<file path="src/rtl/walk_pkg.sv">
package walk_pkg;
  parameter int ADDR_W     = 32;
  parameter int ENTRY_W    = 32;
  parameter int FRAME_W    = 20;
  parameter int PAGE_SHIFT = 12;
  parameter int DIR_IDX_W  = 10;
  parameter int TBL_IDX_W  = 10;
  parameter int SLOT_SHIFT = 2;
  parameter int NEXT_BIT   = 28;
  parameter int ATTR_W     = 3;

  localparam int SECT_SHIFT = PAGE_SHIFT + TBL_IDX_W;
  localparam int ATTR_LSB   = ENTRY_W - ATTR_W;
  localparam logic [ADDR_W-1:0] PAGE_MASK = ADDR_W'((64'd1 << PAGE_SHIFT) - 1);
  localparam logic [ADDR_W-1:0] SECT_MASK = ADDR_W'((64'd1 << SECT_SHIFT) - 1);

  typedef enum logic [1:0] {ST_IDLE, ST_DIR, ST_TBL, ST_RESP} walk_state_e;

  typedef struct packed {
    logic rd;
    logic wr;
    logic ns;
  } walk_attr_t;

  function automatic logic [ADDR_W-1:0] frame_to_addr(input logic [FRAME_W-1:0] f);
    return ADDR_W'(f) << PAGE_SHIFT;
  endfunction

  function automatic logic [ADDR_W-1:0] dir_slot_addr(input logic [FRAME_W-1:0] f,
                                                      input logic [ADDR_W-1:0] va);
    return frame_to_addr(f) + (ADDR_W'(va[ADDR_W-1 -: DIR_IDX_W]) << SLOT_SHIFT);
  endfunction

  function automatic logic [ADDR_W-1:0] tbl_slot_addr(input logic [FRAME_W-1:0] f,
                                                      input logic [ADDR_W-1:0] va);
    return frame_to_addr(f) + (ADDR_W'(va[SECT_SHIFT-1 -: TBL_IDX_W]) << SLOT_SHIFT);
  endfunction

  function automatic logic [ADDR_W-1:0] section_pa(input logic [FRAME_W-1:0] f,
                                                   input logic [ADDR_W-1:0] va);
    return (frame_to_addr(f) & ~SECT_MASK) | (va & SECT_MASK);
  endfunction

  function automatic logic [ADDR_W-1:0] page_pa(input logic [FRAME_W-1:0] f,
                                                input logic [ADDR_W-1:0] va);
    return frame_to_addr(f) | (va & PAGE_MASK);
  endfunction

  function automatic logic access_denied(input walk_attr_t a, input logic is_write);
    return is_write ? !a.wr : !a.rd;
  endfunction
endpackage

</file>
<file path="src/rtl/walk_entry_decode.sv">
module walk_entry_decode
  import walk_pkg::*;
(
  input  logic [ENTRY_W-1:0] entry,
  input  logic               is_write,
  output walk_attr_t         attr,
  output logic               next_lvl,
  output logic [FRAME_W-1:0] frame,
  output logic               deny
);
  always_comb begin
    attr     = walk_attr_t'(entry[ENTRY_W-1 -: ATTR_W]);
    next_lvl = entry[NEXT_BIT];
    frame    = entry[FRAME_W-1:0];
    deny     = access_denied(attr, is_write);
  end
endmodule

</file>
<file path="src/rtl/walk_addr_gen.sv">
module walk_addr_gen
  import walk_pkg::*;
(
  input  walk_state_e        state,
  input  logic [FRAME_W-1:0] dir_frame,
  input  logic [FRAME_W-1:0] tbl_frame,
  input  logic [ADDR_W-1:0]  va,
  output logic [ADDR_W-1:0]  slot_addr
);
  always_comb begin
    if (state == ST_TBL) slot_addr = tbl_slot_addr(tbl_frame, va);
    else                 slot_addr = dir_slot_addr(dir_frame, va);
  end
endmodule

</file>
<file path="src/rtl/iova_table_walker.sv">
module iova_table_walker
  import walk_pkg::*;
(
  input  logic                clk,
  input  logic                rst_n,
  input  logic                req_valid,
  output logic                req_ready,
  input  logic [ADDR_W-1:0]   req_iova,
  input  logic                req_write,
  input  logic [ENTRY_W-1:0]  dir_base,
  output logic                mem_req_valid,
  input  logic                mem_req_ready,
  output logic [ADDR_W-1:0]   mem_req_addr,
  input  logic                mem_rsp_valid,
  input  logic [ENTRY_W-1:0]  mem_rsp_data,
  output logic                rsp_valid,
  output logic                rsp_fault,
  output logic [ADDR_W-1:0]   rsp_pa,
  output logic [ATTR_W-1:0]   rsp_attr
);
  walk_state_e        state_q;
  logic               sent_q;
  logic [ADDR_W-1:0]  va_q;
  logic               wr_q;
  logic [FRAME_W-1:0] dir_frame_q;
  logic [FRAME_W-1:0] tbl_frame_q;
  logic               fault_q;
  logic [ADDR_W-1:0]  pa_q;
  walk_attr_t         attr_q;

  // named events for the assertions
  logic       accept;
  logic       base_off;
  logic       walking;
  logic       mem_fire;
  logic       rsp_take;
  walk_attr_t ent_attr;
  logic       ent_next;
  logic [FRAME_W-1:0] ent_frame;
  logic       ent_deny;

  assign base_off  = (dir_base == '0);
  assign req_ready = (state_q == ST_IDLE);
  assign accept    = req_valid && req_ready;
  assign walking   = (state_q == ST_DIR) || (state_q == ST_TBL);
  assign mem_req_valid = walking && !sent_q;
  assign mem_fire  = mem_req_valid && mem_req_ready;
  assign rsp_take  = walking && sent_q && mem_rsp_valid;

  walk_entry_decode u_decode (
    .entry    (mem_rsp_data),
    .is_write (wr_q),
    .attr     (ent_attr),
    .next_lvl (ent_next),
    .frame    (ent_frame),
    .deny     (ent_deny)
  );

  walk_addr_gen u_addr (
    .state     (state_q),
    .dir_frame (dir_frame_q),
    .tbl_frame (tbl_frame_q),
    .va        (va_q),
    .slot_addr (mem_req_addr)
  );

  always_ff @(posedge clk) begin
    if (!rst_n) begin
      state_q     <= ST_IDLE;
      sent_q      <= 1'b0;
      va_q        <= '0;
      wr_q        <= 1'b0;
      dir_frame_q <= '0;
      tbl_frame_q <= '0;
      fault_q     <= 1'b0;
      pa_q        <= '0;
      attr_q      <= '0;
    end else begin
      if (mem_fire) sent_q <= 1'b1;
      unique case (state_q)
        ST_IDLE: if (accept) begin
          va_q        <= req_iova;
          wr_q        <= req_write;
          dir_frame_q <= dir_base[FRAME_W-1:0];
          sent_q      <= 1'b0;
          if (base_off) begin
            state_q <= ST_RESP;
            fault_q <= 1'b1;
            pa_q    <= '0;
            attr_q  <= '0;
          end else begin
            state_q <= ST_DIR;
          end
        end
        ST_DIR, ST_TBL: if (rsp_take) begin
          sent_q <= 1'b0;
          attr_q <= ent_attr;
          if (ent_deny) begin
            state_q <= ST_RESP;
            fault_q <= 1'b1;
            pa_q    <= '0;
          end else if (state_q == ST_DIR && ent_next) begin
            state_q     <= ST_TBL;
            tbl_frame_q <= ent_frame;
          end else begin
            state_q <= ST_RESP;
            fault_q <= 1'b0;
            pa_q    <= (state_q == ST_DIR) ? section_pa(ent_frame, va_q)
                                           : page_pa(ent_frame, va_q);
          end
        end
        ST_RESP: state_q <= ST_IDLE;
        default: state_q <= ST_IDLE;
      endcase
    end
  end

  assign rsp_valid = (state_q == ST_RESP);
  assign rsp_fault = fault_q;
  assign rsp_pa    = pa_q;
  assign rsp_attr  = attr_q;

  p_dir_addr_r1: assert property (@(posedge clk) disable iff (!rst_n)
    (accept && !base_off) |=> mem_req_valid &&
      mem_req_addr == ({$past(dir_base[FRAME_W-1:0]), 12'b0} +
                       {20'b0, $past(req_iova[31:22]), 2'b0}));
  p_next_walk_r2: assert property (@(posedge clk) disable iff (!rst_n)
    (rsp_take && state_q == ST_DIR && ent_next && !ent_deny) |=> mem_req_valid && !rsp_valid);
  p_deny_fault_r4: assert property (@(posedge clk) disable iff (!rst_n)
    (rsp_take && ent_deny) |=> rsp_valid && rsp_fault);
  p_fault_pa_zero_r4: assert property (@(posedge clk) disable iff (!rst_n)
    (rsp_valid && rsp_fault) |-> rsp_pa == '0);
  p_base_off_r6: assert property (@(posedge clk) disable iff (!rst_n)
    (accept && base_off) |=> rsp_valid && rsp_fault && !mem_req_valid);
  p_req_hold_r8: assert property (@(posedge clk) disable iff (!rst_n)
    (mem_req_valid && !mem_req_ready) |=> mem_req_valid && $stable(mem_req_addr));
  p_busy_r8: assert property (@(posedge clk) disable iff (!rst_n)
    mem_req_valid |-> !req_ready);
  p_single_rd_r8: assert property (@(posedge clk) disable iff (!rst_n)
    mem_fire |=> !mem_req_valid);
  p_pulse_r10: assert property (@(posedge clk) disable iff (!rst_n)
    rsp_valid |=> !rsp_valid);
endmodule

</file>
<file path="config.mk">
export PLATFORM = sky130hd
export DESIGN_NAME = iova_table_walker
export DESIGN_NICKNAME = d
export VERILOG_FILES = /design/src/rtl/walk_pkg.sv /design/src/rtl/walk_entry_decode.sv /design/src/rtl/walk_addr_gen.sv /design/src/rtl/iova_table_walker.sv
export SDC_FILE = /design/constraint.sdc
export NUM_CORES = 1
export LEC_CHECK = 0
export ABC_AREA = 1
export BUFFER_PORTS_ARGS = -buffer_cell sky130_fd_sc_hd__buf_2
export CAP_MARGIN = 0
export CORE_UTILIZATION = 45
export DETAILED_ROUTE_END_ITERATION = 12
export GPL_ROUTABILITY_DRIVEN = 1
export GPL_TIMING_DRIVEN = 0
export PLACE_DENSITY = 0.76
export SYNTH_ARGS = -nofsm -noshare
export SYNTH_HDL_FRONTEND = slang
export SYNTH_SLANG_ARGS = --single-unit
export TNS_END_PERCENT = 1
</file>
<file path="constraint.sdc">
create_clock -name clk -period 2 [get_ports clk]
set_input_delay 0.2 -clock clk [delete_from_list [all_inputs] [get_ports clk]]
set_output_delay 0.2 -clock clk [all_outputs]
set_load 0.02 [all_outputs]
</file>
Yosys cells after proc, flatten, opt, wreduce, memory -nomap -nowiden
Cells that the tools add are included.
{"block": "word_totals", "word_cells": 71, "out_inout_bits": 71, "reg_bits": 112, "input_bits": 102}
{"block": "classes", "bitwise": 3, "muxes": 29, "reduce_logical": 19, "addsub": 2, "n_eq_ne": 7}
{"op": "32-bit 2-to-1 mux", "n": 7}
{"op": "32-bit by 12-bit adder with 32-bit output", "n": 2}
{"op": "32-bit one-hot mux with 2 select lines", "n": 1}
{"op": "32-bit zero test", "n": 1}
{"op": "32-bit by 12-bit OR with 32-bit output", "n": 1}
{"op": "32-bit by 22-bit OR with 32-bit output", "n": 1}
{"op": "1-bit 2-to-1 mux", "n": 11}
{"op": "3-bit 2-to-1 mux", "n": 3}
{"op": "4-bit AND reduction", "n": 2}
{"op": "1-bit logical AND", "n": 6}
{"op": "2-bit 2-to-1 mux", "n": 3}
{"op": "2-bit one-hot mux with 3 select lines", "n": 1}
{"op": "3-bit one-hot mux with 2 select lines", "n": 1}
{"op": "5-bit AND reduction", "n": 1}
{"op": "2-bit == test, second input constant", "n": 2}
{"op": "2-bit by 1-bit != test with 1-bit output, second input constant", "n": 2}
{"op": "1-bit one-hot mux with 2 select lines", "n": 2}
{"op": "2-bit AND reduction", "n": 2}
{"op": "1-bit zero test", "n": 3}
{"op": "3-bit != test, second input constant", "n": 1}
{"op": "2-bit by 1-bit == test with 1-bit output, second input constant", "n": 1}
{"op": "2-bit zero test", "n": 1}
{"op": "2-bit != test, second input constant", "n": 1}
{"op": "2-bit nonzero test", "n": 1}
{"op": "3 further kinds", "n": 3}

Longest topological paths before layout
{"block": "logic_depth", "word_depth": 7, "depth_mapped": 13, "depth_no_buf": 11}

Cells and area by module
Synthesis repeated with hierarchy kept, for this count alone.
{"block": "unflattened", "hier_cells": 766, "hier_area_um2": 5335.1}
{"mod": "iova_table_walker", "area_each_um2": 4685.7, "n_inst": 1, "cells_per_inst": 632}
{"mod": "walk_addr_gen", "area_each_um2": 446.7, "n_inst": 1, "cells_per_inst": 104}
{"mod": "walk_entry_decode", "area_each_um2": 202.7, "n_inst": 1, "cells_per_inst": 30}

Worst setup path before layout
No wires, ideal clock.
{"block": "synth_timing", "kind": "register to register", "from": "register state_q[0]", "to": "register fault_q, in the netlist rsp_fault", "synth_period_minus_slack_ns": 1.858, "path_stages_with_launch": 13, "setup_ns": 0.113, "path_slack_ns": 0.142, "t_arrival_ns": 1.745, "t_required_ns": 1.887, "cell_sequence": "dfxtp_1 > inv_1 > ha_1 > buf_4 > inv_2 > a21oi_2 > nor2_4 > o21ai_2 > a21oi_4 > nand2_4 > buf_2 > nor2_1 > nor2_1"}
{"block": "synth_via", "elab_chain_len": 6, "word_cells_on_any_way": 16}
{"element": "from (decl)", "line_no": "iova_table_walker.sv:21", "rtl": "walk_state_e state_q;"}
{"element": "from (signal assigned)", "line_no": "iova_table_walker.sv:69", "rtl": "state_q <= ST_IDLE;"}
{"element": "from (signal assigned)", "line_no": "iova_table_walker.sv:87", "rtl": "state_q <= ST_RESP;"}
{"element": "from (signal assigned)", "line_no": "iova_table_walker.sv:92", "rtl": "state_q <= ST_DIR;"}
{"element": "2-bit by 1-bit == test with 1-bit output / 2-bit == test (equally long branches)", "line_no": "iova_table_walker.sv:45, iova_table_walker.sv:80, iova_table_walker.sv:102"}
{"element": "1-bit logical OR", "line_no": "iova_table_walker.sv:45", "rtl": "assign walking = (state_q == ST_DIR) || (state_q == ST_TBL);"}
{"element": "1-bit logical AND (2 in series)", "line_no": "iova_table_walker.sv:48", "rtl": "assign rsp_take = walking && sent_q && mem_rsp_valid;"}
{"element": "2-bit != test (no source line)"}
{"element": "5-bit AND reduction (no source line)"}
{"element": "to (signal assigned)", "line_no": "iova_table_walker.sv:75", "rtl": "fault_q <= 1'b0;"}
{"element": "to (signal assigned)", "line_no": "iova_table_walker.sv:88", "rtl": "fault_q <= 1'b1;"}
{"element": "to (signal assigned)", "line_no": "iova_table_walker.sv:100", "rtl": "fault_q <= 1'b1;"}
{"element": "to (decl)", "line_no": "iova_table_walker.sv:27", "rtl": "logic fault_q;"}
Several ways; a longest one is shown, not always the timed one.
A chain may end at the register's enable or synchronous reset.

Final worst setup path
{"block": "layout_timing", "from": "register state_q[1]", "to": "register pa_q[15], in the netlist rsp_pa[15]"}
{"block": "layout_via", "elab_chain_len": 6, "word_cells_on_any_way": 20}
{"element": "2-bit by 1-bit == test with 1-bit output / 2-bit == test (equally long branches)"}
{"element": "32-bit 2-to-1 mux / 1-bit logical OR (equally long branches)", "line_no": "iova_table_walker.sv:108, iova_table_walker.sv:45"}
{"element": "32-bit 2-to-1 mux / 1-bit logical AND (equally long branches)", "line_no": "iova_table_walker.sv:102, iova_table_walker.sv:48"}
{"element": "32-bit 2-to-1 mux / 1-bit logical AND (equally long branches)", "line_no": "iova_table_walker.sv:98, iova_table_walker.sv:48"}
{"element": "32-bit 2-to-1 mux / 2-bit != test (equally long branches)"}
{"element": "32-bit one-hot mux with 2 select lines / 5-bit AND reduction (equally long branches)"}
{"element": "to (signal assigned)", "line_no": "iova_table_walker.sv:108", "rtl": "pa_q <= (state_q == ST_DIR) ? section_pa(ent_frame, va_q)"}
{"element": "to (decl)", "line_no": "iova_table_walker.sv:28", "rtl": "logic [ADDR_W-1:0] pa_q;"}
Several ways; a longest one is shown, not always the timed one. The select of a mux whose other input is x is not followed.

==> results.sh <==
export IMPL_status="complete, no violations"
export IMPL_path_max_fanout=10
export IMPL_fin_skew_ns=0.01721
export IMPL_reg2reg_depth=13
export IMPL_crit_path_end="rsp_pa[15]$_SDFFE_PN0P_"
export IMPL_cp_end_kind="flip-flop"
export IMPL_required_ns=2.31
export IMPL_drc=0
export IMPL_layout_common_cells="168 x buf_2, 139 x nor2_1, 134 x nand2_1"
export IMPL_clock_tree_htree_level_count=3
export IMPL_r2r_start="state_q[1]$_SDFFE_PN0P_"
export IMPL_die_h_um=106.9
export IMPL_crit_type="reg -> reg"
export IMPL_fin_crit_ns=1.948
export IMPL_maxCapViolCount=0
export IMPL_clock_latency_ns=0.38
export IMPL_placed_area_um2=5927
export IMPL_drt_first_pass_iters=5
export IMPL_gp_congestion=0.8857
export IMPL_avgSynthCellArea_um2=6.759
export IMPL_layout_setup_ws_ns=0.05197
export IMPL_final_max_slew_viol_count=0
export IMPL_setup_viol=0
export IMPL_grt_pass1_vias=4594
export IMPL_cts_buffers=9
export IMPL_fp_dieW_um=106.9
export IMPL_relSlewSlack_pct=64.82
export IMPL_cts_root_buf="clkbuf_8"
export IMPL_netlist_area_um2=4947
export IMPL_synth_seq_cells=112
export IMPL_setup_tns_final_ns=0
export IMPL_initial_utilization_pct=47.08
export IMPL_finalCritPeriodShare_pct=97.40
export IMPL_syn_inst=732
export IMPL_worstHoldPathType="in -> reg"
export IMPL_yosysWarnings=0
export IMPL_drtAntennaViolNets=0
export IMPL_grt_pass1_wl_um=21980
export IMPL_worst_endpoint_arrival_ns=2.26
export IMPL_worst_pin_slew_ns=0.5277
export IMPL_startpoint_type="flip-flop"
export IMPL_vias=5057
export IMPL_dp_slack_ns=-0.1619
export IMPL_final_common_cell="buf_2"
export IMPL_drt_total_wl_um=13950
export IMPL_clk_pin_slew_worst_paths_ns=0.11
export IMPL_grt_max_degree=19
export IMPL_power_density_nw_per_um2=1568
export IMPL_io_pins=173
export IMPL_rsz0062_at_grt="yes"
export IMPL_drtIter0Drc=258
export IMPL_power_leakage_nw=3.047
export IMPL_area_growth_pct=25.06
export IMPL_ir_drop_mv=0.7908
export IMPL_max_freq_ghz=0.5133
export IMPL_clkSinkCount=112
export IMPL_cts_tree="built"
export IMPL_finalHoldViolations=0
export IMPL_grt_usage_pct=24.87
export IMPL_viasPerCell=4.830
export IMPL_detail_route_wl_per_cell_um=13.32
export IMPL_overflow=0
export IMPL_dpl_hpwl_um=10940
export IMPL_reg2reg_slack_ns=0.05
export IMPL_coreArea_um2=10510
export IMPL_grt_antenna_before_repair=0
export IMPL_synthDistinctLibCells=25
export IMPL_layout_drive_gt1_share_pct=24.07
export IMPL_io_buffers=161
export IMPL_whs_path_depth=3
export IMPL_die_area_um2=11420
export IMPL_cp_startpoint="state_q[1]$_SDFFE_PN0P_"
export IMPL_power_w=0.009701
export IMPL_fin_nets=1011
export IMPL_rows=37
export IMPL_design_area_um2=6187
export IMPL_rr_endpoint="rsp_pa[15]$_SDFFE_PN0P_"
export IMPL_yosysSeqAreaShare_pct=45.32
export IMPL_cts_max_path_buffers=2
through the flow:
step | hold WS (ns) | instances | util, %
after floorplan | 0.3349 | 733 | -
after global placement | 0.4345 | 1030 | 56.40
after detailed placement | 0.4405 | 1030 | 56.40
after CTS | 0.06087 | 1046 | 58.61
after global routing | 0.06742 | 1046 | 58.85
final | 0.07103 | 1047 | 58.88
state kept, by name, indices dropped and copies added (netlist names):
name,count
tbl_frame_q,20
sent_q,1
state_q,2
rsp_pa,32
va_q,32
rsp_fault,1
rsp_attr,3
wr_q,1
dir_frame_q,20
logic make-up (layout without fill, tap and decap cells):
logic type,count (synthesis),in the layout,synth area share [%]
AOI/OAI and AO/OA,187,187,19.45
adders and majority gates,4,4,1.012
buffers and inverters,129,306,10.65
DFF,112,112,45.32
other,1,3,0.07580
and+or+nand+nor,299,299,23.50
how the worst min path moves through the flow:
stage                                               to                        start  slack, ns
after floorplan           tbl_frame_q[11]$_SDFFE_PN0P_             mem_rsp_data[11]       0.33
after global placement     dir_frame_q[8]$_SDFFE_PN0P_  dir_frame_q[8]$_SDFFE_PN0P_       0.43
after detailed placement   dir_frame_q[7]$_SDFFE_PN0P_  dir_frame_q[7]$_SDFFE_PN0P_       0.44
after CTS                         va_q[6]$_SDFFE_PN0P_                  req_iova[6]       0.06
after global routing             va_q[18]$_SDFFE_PN0P_                 req_iova[18]       0.07
final                            va_q[13]$_SDFFE_PN0P_                 req_iova[13]       0.07
metal layers:
| metal | GRT usage (%) | share of wire (%) | wire length, µm |
|---|---|---|---|
| met4 | 8.415 | 2.0 | 276 |
| met1 | 32.30 | 46 | 6481 |
| met2 | 41.94 | 46 | 6434 |
| met5 | 0 | 0 | 0 |
| met3 | 3.891 | 5.4 | 756 |
cells in the mapped netlist:
library cell / instances / area share, %
dfxtp_1: 112 / 45
o21ai_0: 107 / 11
o21ai_2: 2 / 0.35
buf_2: 7 / 0.71
inv_1: 75 / 5.7
nand3_1: 17 / 1.7
inv_2: 3 / 0.23
ha_1: 4 / 1.0
nor2_1: 144 / 11
buf_1: 1 / 0.076
nand2_1: 135 / 10
o21ai_1: 3 / 0.30
nand2_4: 1 / 0.23
clkinv_1: 2 / 0.15
a21oi_4: 1 / 0.33
clkbuf_1: 34 / 2.6
nor2_4: 1 / 0.23
nand3b_1: 1 / 0.15
buf_4: 5 / 0.76
buf_6: 2 / 0.46
a21boi_0: 1 / 0.15
o22ai_1: 1 / 0.13
a21oi_2: 1 / 0.18
conb_1: 1 / 0.076
a21oi_1: 71 / 7.2
area by class of cell:
class	count	area [µm²]
fill	1057	4322
sequential	112	2245
multi-input combinational	492	2197
timing repair buffer	162	813.3
inverter	80	300.3
buffer	48	256.5
tap	136	170.2
clock buffer	11	141.4
clock inverter	5	61.31
antenna	1	2.502
power breakdown:
group	internal, W	switching [W]
Combinational	0.00171	0.00338
Clock	0.000625	0.000778
Sequential	0.00290	0.000312
Total	0.00523	0.00447
critical path: stages, from the launching register on:
cell	delay, ns
dfxtp_2	0.37
inv_1	0.07
ha_1	0.29
buf_6	0.15
inv_2	0.06
a21oi_2	0.05
nor2_4	0.13
o21ai_2	0.09
a21oi_4	0.21
nand2_4	0.10
buf_6	0.17
nand2_1	0.05
nand2_1	0.06
nor2_1	0.10
what timing repair did:
| item | CTS | global route |
|---|---|---|
| hold endpoints to repair | 0 | 0 |
| pin swaps | 0 | 0 |
| endpoints found under the setup margin | 71 | 97 |
| gates resized for setup | 14 | 28 |
| hold buffers | 0 | 0 |
| setup buffers | 0 | 1 |
(Power assumes the default switching activity.)
